**config.mk**
```make
export PLATFORM = sky130hd
export DESIGN_NAME = drift_clock_est
export DESIGN_NICKNAME = d
export VERILOG_FILES = /design/src/rtl/drift_est_pkg.sv /design/src/rtl/drift_delta.sv /design/src/rtl/drift_window.sv /design/src/rtl/drift_scale.sv /design/src/rtl/drift_clock_est.sv
export SDC_FILE = /design/constraint.sdc
export NUM_CORES = 2
export LEC_CHECK = 0
export BUFFER_PORTS_ARGS = -buffer_cell sky130_fd_sc_hd__clkbuf_2
export CAP_MARGIN = 30
export CORE_MARGIN = 3
export CORE_UTILIZATION = 50
export CTS_CLUSTER_DIAMETER = 30
export DETAILED_ROUTE_END_ITERATION = 10
export HOLD_SLACK_MARGIN = 0.1
export PLACE_DENSITY = 0.65
export SYNTH_ARGS = -nofsm -noshare
export SYNTH_HDL_FRONTEND = slang
export SYNTH_SLANG_ARGS = --single-unit
```
**constraint.sdc**
```tcl
create_clock -name clk -period 30.6 [get_ports clk]
set_input_delay 1.53 -clock clk [delete_from_list [all_inputs] [get_ports clk]]
set_output_delay 1.53 -clock clk [all_outputs]
set_load 0.02 [all_outputs]
```
**src/rtl/drift_est_pkg.sv**
```systemverilog
package drift_est_pkg;
  // Offset in Hz that corresponds to one whole sample of drift per symbol.
  localparam longint HZ_PER_SAMPLE_STEP = 64'sd12000;
endpackage

```
**src/rtl/drift_delta.sv**
```systemverilog
// Keeps the previous window position and forms the folded symbol-to-symbol step.
module drift_delta #(
  parameter int POS_W  = 12,
  parameter int P      = 2560,
  parameter int DIFF_W = POS_W + 1
) (
  input  logic                     clk,
  input  logic                     rst_n,
  input  logic                     take,
  input  logic [POS_W-1:0]         pos,
  output logic signed [DIFF_W-1:0] delta,
  output logic                     have_ref
);
  localparam int RW = POS_W + 2;
  localparam logic signed [RW-1:0] HALF_S = RW'(P / 2);
  localparam logic signed [RW-1:0] SYM_S  = RW'(P);

  logic [POS_W-1:0]     ref_pos;
  logic signed [RW-1:0] raw;
  logic signed [RW-1:0] folded;

  always_ff @(posedge clk) begin
    if (!rst_n) begin
      ref_pos  <= '0;
      have_ref <= 1'b0;
    end else if (take) begin
      ref_pos  <= pos;
      have_ref <= 1'b1;
    end
  end

  always_comb begin
    raw = $signed({2'b00, pos}) - $signed({2'b00, ref_pos});
    if (raw > HALF_S)
      folded = raw - SYM_S;
    else if (raw <= -HALF_S)
      folded = raw + SYM_S;
    else
      folded = raw;
  end

  assign delta = DIFF_W'(folded);
endmodule

```
**src/rtl/drift_window.sv**
```systemverilog
// Circular store of the last N steps with a running sum.
module drift_window #(
  parameter int DIFF_W = 13,
  parameter int N_LOG2 = 7,
  parameter int SUM_W  = DIFF_W + N_LOG2
) (
  input  logic                     clk,
  input  logic                     rst_n,
  input  logic                     push,
  input  logic signed [DIFF_W-1:0] delta,
  output logic signed [SUM_W-1:0]  sum,
  output logic                     full
);
  localparam int N = 1 << N_LOG2;

  logic signed [DIFF_W-1:0] ring [N];
  logic [N_LOG2-1:0]        wp;
  logic [N_LOG2:0]          fill;
  logic signed [SUM_W-1:0]  sum_nxt;

  assign sum_nxt = sum + SUM_W'(delta) - SUM_W'(ring[wp]);
  assign full    = fill[N_LOG2];

  always_ff @(posedge clk) begin
    if (!rst_n) begin
      for (int i = 0; i < N; i++) ring[i] <= '0;
      wp   <= '0;
      fill <= '0;
      sum  <= '0;
    end else if (push) begin
      ring[wp] <= delta;
      wp       <= wp + 1'b1;
      sum      <= sum_nxt;
      if (!fill[N_LOG2]) fill <= fill + 1'b1;
    end
  end
endmodule

```
**src/rtl/drift_scale.sv**
```systemverilog
// Turns the running sum into Hz and into fractional delay per sample.
module drift_scale
  import drift_est_pkg::*;
#(
  parameter int SUM_W  = 20,
  parameter int N_LOG2 = 7,
  parameter int P      = 2560,
  parameter int FRAC_W = 32,
  parameter int HZ_W   = 32,
  parameter int CTRL_W = FRAC_W + 2
) (
  input  logic signed [SUM_W-1:0]  sum,
  output logic signed [HZ_W-1:0]   est_hz,
  output logic signed [CTRL_W-1:0] est_ctrl
);
  localparam logic signed [63:0] DEN = 64'(longint'(P) << N_LOG2);

  logic signed [63:0] s_ext;
  logic signed [63:0] prod;
  logic signed [63:0] quo;

  assign s_ext    = {{(64 - SUM_W){sum[SUM_W-1]}}, sum};
  assign prod     = s_ext * HZ_PER_SAMPLE_STEP;
  assign est_hz   = HZ_W'(prod >>> N_LOG2);
  assign quo      = (s_ext <<< FRAC_W) / DEN;
  assign est_ctrl = CTRL_W'(quo);
endmodule

```
**src/rtl/drift_clock_est.sv**
```systemverilog
module drift_clock_est #(
  parameter int POS_W  = 12,
  parameter int P      = 2560,
  parameter int N_LOG2 = 7,
  parameter int FRAC_W = 32,
  parameter int HZ_W   = 32,
  localparam int CTRL_W = FRAC_W + 2
) (
  input  logic                     clk,
  input  logic                     rst_n,
  input  logic                     in_valid,
  output logic                     in_ready,
  input  logic [POS_W-1:0]         in_pos,
  output logic                     est_valid,
  output logic signed [HZ_W-1:0]   est_hz,
  output logic signed [CTRL_W-1:0] est_ctrl
);
  localparam int DIFF_W = POS_W + 1;
  localparam int SUM_W  = DIFF_W + N_LOG2;

  logic                     take;
  logic                     have_ref;
  logic signed [DIFF_W-1:0] delta;
  logic signed [SUM_W-1:0]  sum;

  assign in_ready = rst_n;
  assign take     = in_valid & in_ready;

  drift_delta #(.POS_W(POS_W), .P(P), .DIFF_W(DIFF_W)) u_delta (
    .clk(clk), .rst_n(rst_n), .take(take), .pos(in_pos),
    .delta(delta), .have_ref(have_ref)
  );

  drift_window #(.DIFF_W(DIFF_W), .N_LOG2(N_LOG2), .SUM_W(SUM_W)) u_window (
    .clk(clk), .rst_n(rst_n), .push(take & have_ref), .delta(delta),
    .sum(sum), .full(est_valid)
  );

  drift_scale #(.SUM_W(SUM_W), .N_LOG2(N_LOG2), .P(P), .FRAC_W(FRAC_W),
                .HZ_W(HZ_W), .CTRL_W(CTRL_W)) u_scale (
    .sum(sum), .est_hz(est_hz), .est_ctrl(est_ctrl)
  );
endmodule

```
# Yosys cells after proc, flatten, opt, wreduce, memory -nomap -nowiden
# Memories as Yosys holds them, arrays and structs flattened. A register that Yosys moved wholly into a read port is not among the register bits.
# Cells that the tools add are included.
# word_totals
input_bits	15
word_cells	35
n_memories	1
ramBits	1664
out_inout_bits	68
register_bits	48
# mem_list
memory	words	width	rd	rd_ports_with_merged_regs	wr	line_no	text
u_window.ring	128	13	1	1	128	drift_window.sv:16	logic signed [DIFF_W-1:0] ring [N];
# op_classes
mul	1
order_cmp	2
div_mod_pow	1
n_addsub	7
bitwise_logic	3
muxes	12
reduce_logical	2
# ops
operator	n
divider 64 x 20 -> 64 bit, second input constant	1
2-to-1 mux 13 bit	3
multiplier 20 x 10 -> 30 bit, second input constant	1
2-to-1 mux 7 bit	3
adder 20 x 13 -> 20 bit	1
subtractor 20 x 13 -> 20 bit	1
adder 13 bit, second input constant	1
greater-than comparator 13 x 12 -> 1 bit, second input constant	1
less-or-equal comparator 13 x 12 -> 1 bit, second input constant	1
OR reduction 13 bit	1
subtractor 12 x 12 -> 13 bit	1
subtractor 13 bit, second input constant	1
adder 8 x 1 -> 8 bit, second input constant	1
2-to-1 mux 8 bit	1
adder 7 x 1 -> 7 bit, second input constant	1
2-to-1 mux 1 bit	5
bitwise AND 1 bit	2
AND reduction 2 bit	1
inverter 1 bit	1

# Longest topological paths before layout
# depth
depth_word	7
ltp_mapped	118
depth_no_buf	100

# Hierarchy
# From an unflattened synthesis, not the netlist that was laid out.
# hier_totals
cells_unflattened	6877
area_unflattened_um2	90106.4
# modules_own_cells
module	instances	cells_per_inst	area_per_inst_um2	seq_area_each_um2
drift_window	1	5339	77812.1	50808.7
drift_scale	1	1360	10815.4	0.0
drift_delta	1	175	1458.9	260.2
drift_clock_est	1	3	20.0	0.0

# Least setup slack after synthesis
# OpenSTA, ideal clock, no wires.
# synth_timing
kind	flip-flop to output port
start	register u_window.sum[19]
end	output est_ctrl[21]
path_buffers	16
stages_incl_launch_ff	115
setup_slack_ns	3.878
t_arrival_ns	25.192
required_time_ns	29.070
path_cell_list	dfxtp_1 buf_2 inv_1 buf_4 buf_4 ha_1 and2_0 buf_2 and4_1 a2111oi_2 a211oi_1 o21a_1 or4_4 o2111a_2 or4_4 buf_6 nor2_4 a21oi_1 [79 not listed] a32oi_4 ha_1 nand2_1 mux2i_2 nand3_1 ha_1 buf_2 nand2_1 or3b_2 o211ai_1 nor2_1 a21o_1 nor2_1 ha_1 nand4_1 nor4b_4 a31oi_1 xnor2_1
# synth_between
elab_chain_cells	1
# synth_rtl
element	line_no	text
start: declaration	drift_window.sv:11	output logic signed [SUM_W-1:0] sum,
start signal: assignment	drift_window.sv:33	sum <= sum_nxt;
divider 64 x 20 -> 64 bit	drift_scale.sv:25	assign quo = (s_ext <<< FRAC_W) / DEN;
end: declaration	drift_clock_est.sv:16	output logic signed [CTRL_W-1:0] est_ctrl
# No other way between the ends.

# Worst setup path in the final report
# layout_timing
start	register u_window.sum[12]
end	output est_ctrl[17]
# The elaborated chain is that of the path after synthesis.

==> out/metrics.csv <==
metric,value,unit
status,"complete, no violations",
clk buf depth,4,
sequential fraction of the synthesis area,58.6,%
Synth cell types,137,
CTS tree,done,
CTS Hold Buffers Added,0,
total gr overflow,0,
die height,424,um
"most used cell, CP",ha_1,
hold_ws,0.495,ns
RSZ-0062 raised after global routing,false,
Post-synth EDFFs,1664,
Setup crit start,u_window.sum[12]$_SDFFE_PN0P_,
hold path startpoint,u_delta.have_ref$_SDFFE_PN0P_,
Placer Congestion,0.924,
final WL,243000,um
full die area,179000,um^2
maxcap violations,0,
Top Ports,83,
Total Neg Setup Slack,0,ns
Reg area,51100,um^2
die width,424,um
clock skew,0.0629,ns
Post-Syn Instances,6536,
met3 Use GR,5.63,%
fin. max-slew vios,0,
average size of a mapped cell,13.3,um^2
top post-synthesis cells by area,"edfxtp_1, mux4_2, nor2_1",
CTS Sinks,1719,
CP arrival,27.45,ns
wire length per cell,26.5,um
Starting Density,50.5,%
CP top delay family,simple AND/OR/NAND/NOR gates,
first-pass GRT wire length,363000,um
Worst EP required,29.07,ns
first-iteration detailed-routing DRC count,6892,
initial antenna violation count,7,
Synth top cells by count,"nor2_1, edfxtp_1, mux4_2",
vias,56500,
synth-to-layout area growth,16.8,%
Fmax,34.5,MHz
Crit Path Class,register to primary output,
Crit-path slowest cell,or4_4,
CTS H-tree lvls,5,
Rel. slew slack,30.3,%
Worst Tran Pin Value,1.04,ns
met1 Use GR,36.9,%
Via-to-Cell Ratio,6.18,
"Top FF cell, synth",edfxtp_1,
post-DP HPWL,146000,um
Final setup viols,0,
Tmin final,28.98,ns
number of synthesis warnings,0,
Synth area leader,edfxtp_1,
CP max FO,17,
Std-Cell Rows,152,
delay of the slowest critical-path stage,0.67,ns
met2 Usage GRT,43.0,%
share of cells above drive strength 1,22.0,%
top-count cell post-synth,nor2_1,
area of the multi-input gates,33700,um^2
number of fill cells,13100,
Initial DRT Pass Iterations,6,
HP Class,register to register,
post-synth net total,6841,
synthesized area,87200,um^2
fin nets,6858,
total core area,172000,um^2
Hold Fails Final Rpt,0,
grt peak-use layer,met2,
"FFs w/ async S/R, synth",0,%
CTS root buf,clkbuf_16,
Yosys top cell area share,57.3,%
clk_lat worst skew,0.94,ns
critical path buffer and inverter count,15,
Num CTS Buffers,354,
period utilization,94.7,%
largest net degree at the start of global routing,131,
Worst-path clk slew,0.04,ns
number of synthesized register bits,1719,
DRC,0,
crit end category,primary output,
IO buf count,82,
Worst setup SP type,register,
antenna-violating nets left,0,
vias in the first global route,56500,
gr usage total,26.9,%
-- registers in the layout, indices dropped and copies added (netlist names), named ones only --
name,cells
u_window.ring,1664
u_window.sum,20
u_delta.ref_pos,12
u_window.fill,8
u_window.wp,7
u_delta.have_ref,1
-- metal layers --
metal	vias up	routed length (um)
met2	3074	117000
met1	28700	93400
met4	8	8270
met5	-	44
met3	496	24300
li1	24200	-
-- worst paths after layout --
check	endpoint	slack, ns	cells past startpoint
worst max register to register	u_window.sum[19]$_SDFFE_PN0P_	20.71	31
worst min-delay path	u_delta.have_ref$_SDFFE_PN0P_	0.50	1
worst min register to register	u_delta.have_ref$_SDFFE_PN0P_	0.50	1
worst max-delay path	est_ctrl[17]	1.62	106
-- cells in the final DEF (no fill, tap or decap), drive strengths merged, types with 19 or more instances in the layout --
cell type / n
nand2: 375
clkinvlp: 43
o21ai: 90
and3: 19
nor3: 79
nand3: 56
xnor2: 133
a21o: 19
xor2: 19
o211ai: 22
mux2i: 39
ha: 173
a211oi: 28
nor4: 24
nor2: 1778
mux4: 546
a21oi: 125
fa: 117
buf: 122
bufinv: 48
edfxtp: 1664
o21bai: 45
inv: 198
a31oi: 41
dfxtp: 55
nand2b: 20
and2: 29
clkinv: 117
clkbuf: 477
nand4: 29
-- what timing repair did --
item                       CTS  global route
gates resized for setup      8            55
gates cloned                 0             0
buffers inserted             0            21
pin swaps                    0            10
setup endpoints to repair   32            34
-- cell families (layout without fill, tap and decap cells) --
group / count (synthesis) / after routing / synth area share, %
buffers and inverters: 713 / 1006 / 3.29
multiplexers: 588 / 588 / 14.6
flip-flops: 1719 / 1719 / 58.6
other: 0 / 2 / 0
XOR/XNOR: 153 / 153 / 1.56
adder cells (fa/ha/maj): 293 / 293 / 5.20
AO/OA/AOI/OAI: 574 / 574 / 4.93
AND/OR/NAND/NOR: 2496 / 2496 / 11.8
-- layout make-up --
cell class                 instances  share of cell area (%)
antenna                            2                 0.00491
clock buffer                     395                    8.98
clock inverter                   237                    2.77
inverter                         169                   0.628
multi-input combinational       4104                    33.1
sequential                      1719                    50.2
tap                             2310                    2.84
timing repair buffer             205                    1.52
-- worst reg2reg max path, delay by kind of cell (launching register included) --
kind / cells / cell delay, ns
AND/OR/NAND/NOR: 1 / 0.31
multiplexers: 4 / 1.95
adder cells (fa/ha/maj): 2 / 0.82
XOR/XNOR: 1 / 0.10
buffers and inverters: 4 / 2.59
AO/OA/AOI/OAI: 19 / 3.27
flip-flops: 1 / 0.73
-- through the flow --
step	instances	worst slack (ns)	util (%)	instance area [um^2]
after floorplan	6536	3.88	-	87200
after global placement	8474	0.827	51.7	89200
after detailed placement	8482	0.506	51.8	89300
after CTS	9114	0.0222	58.7	101000
after global routing	9139	0.00587	59.0	102000
final	9141	1.62	59.0	102000
Power is not shown: default switching activity piles up to over one toggle a cycle in this logic, so the estimate is an artifact.
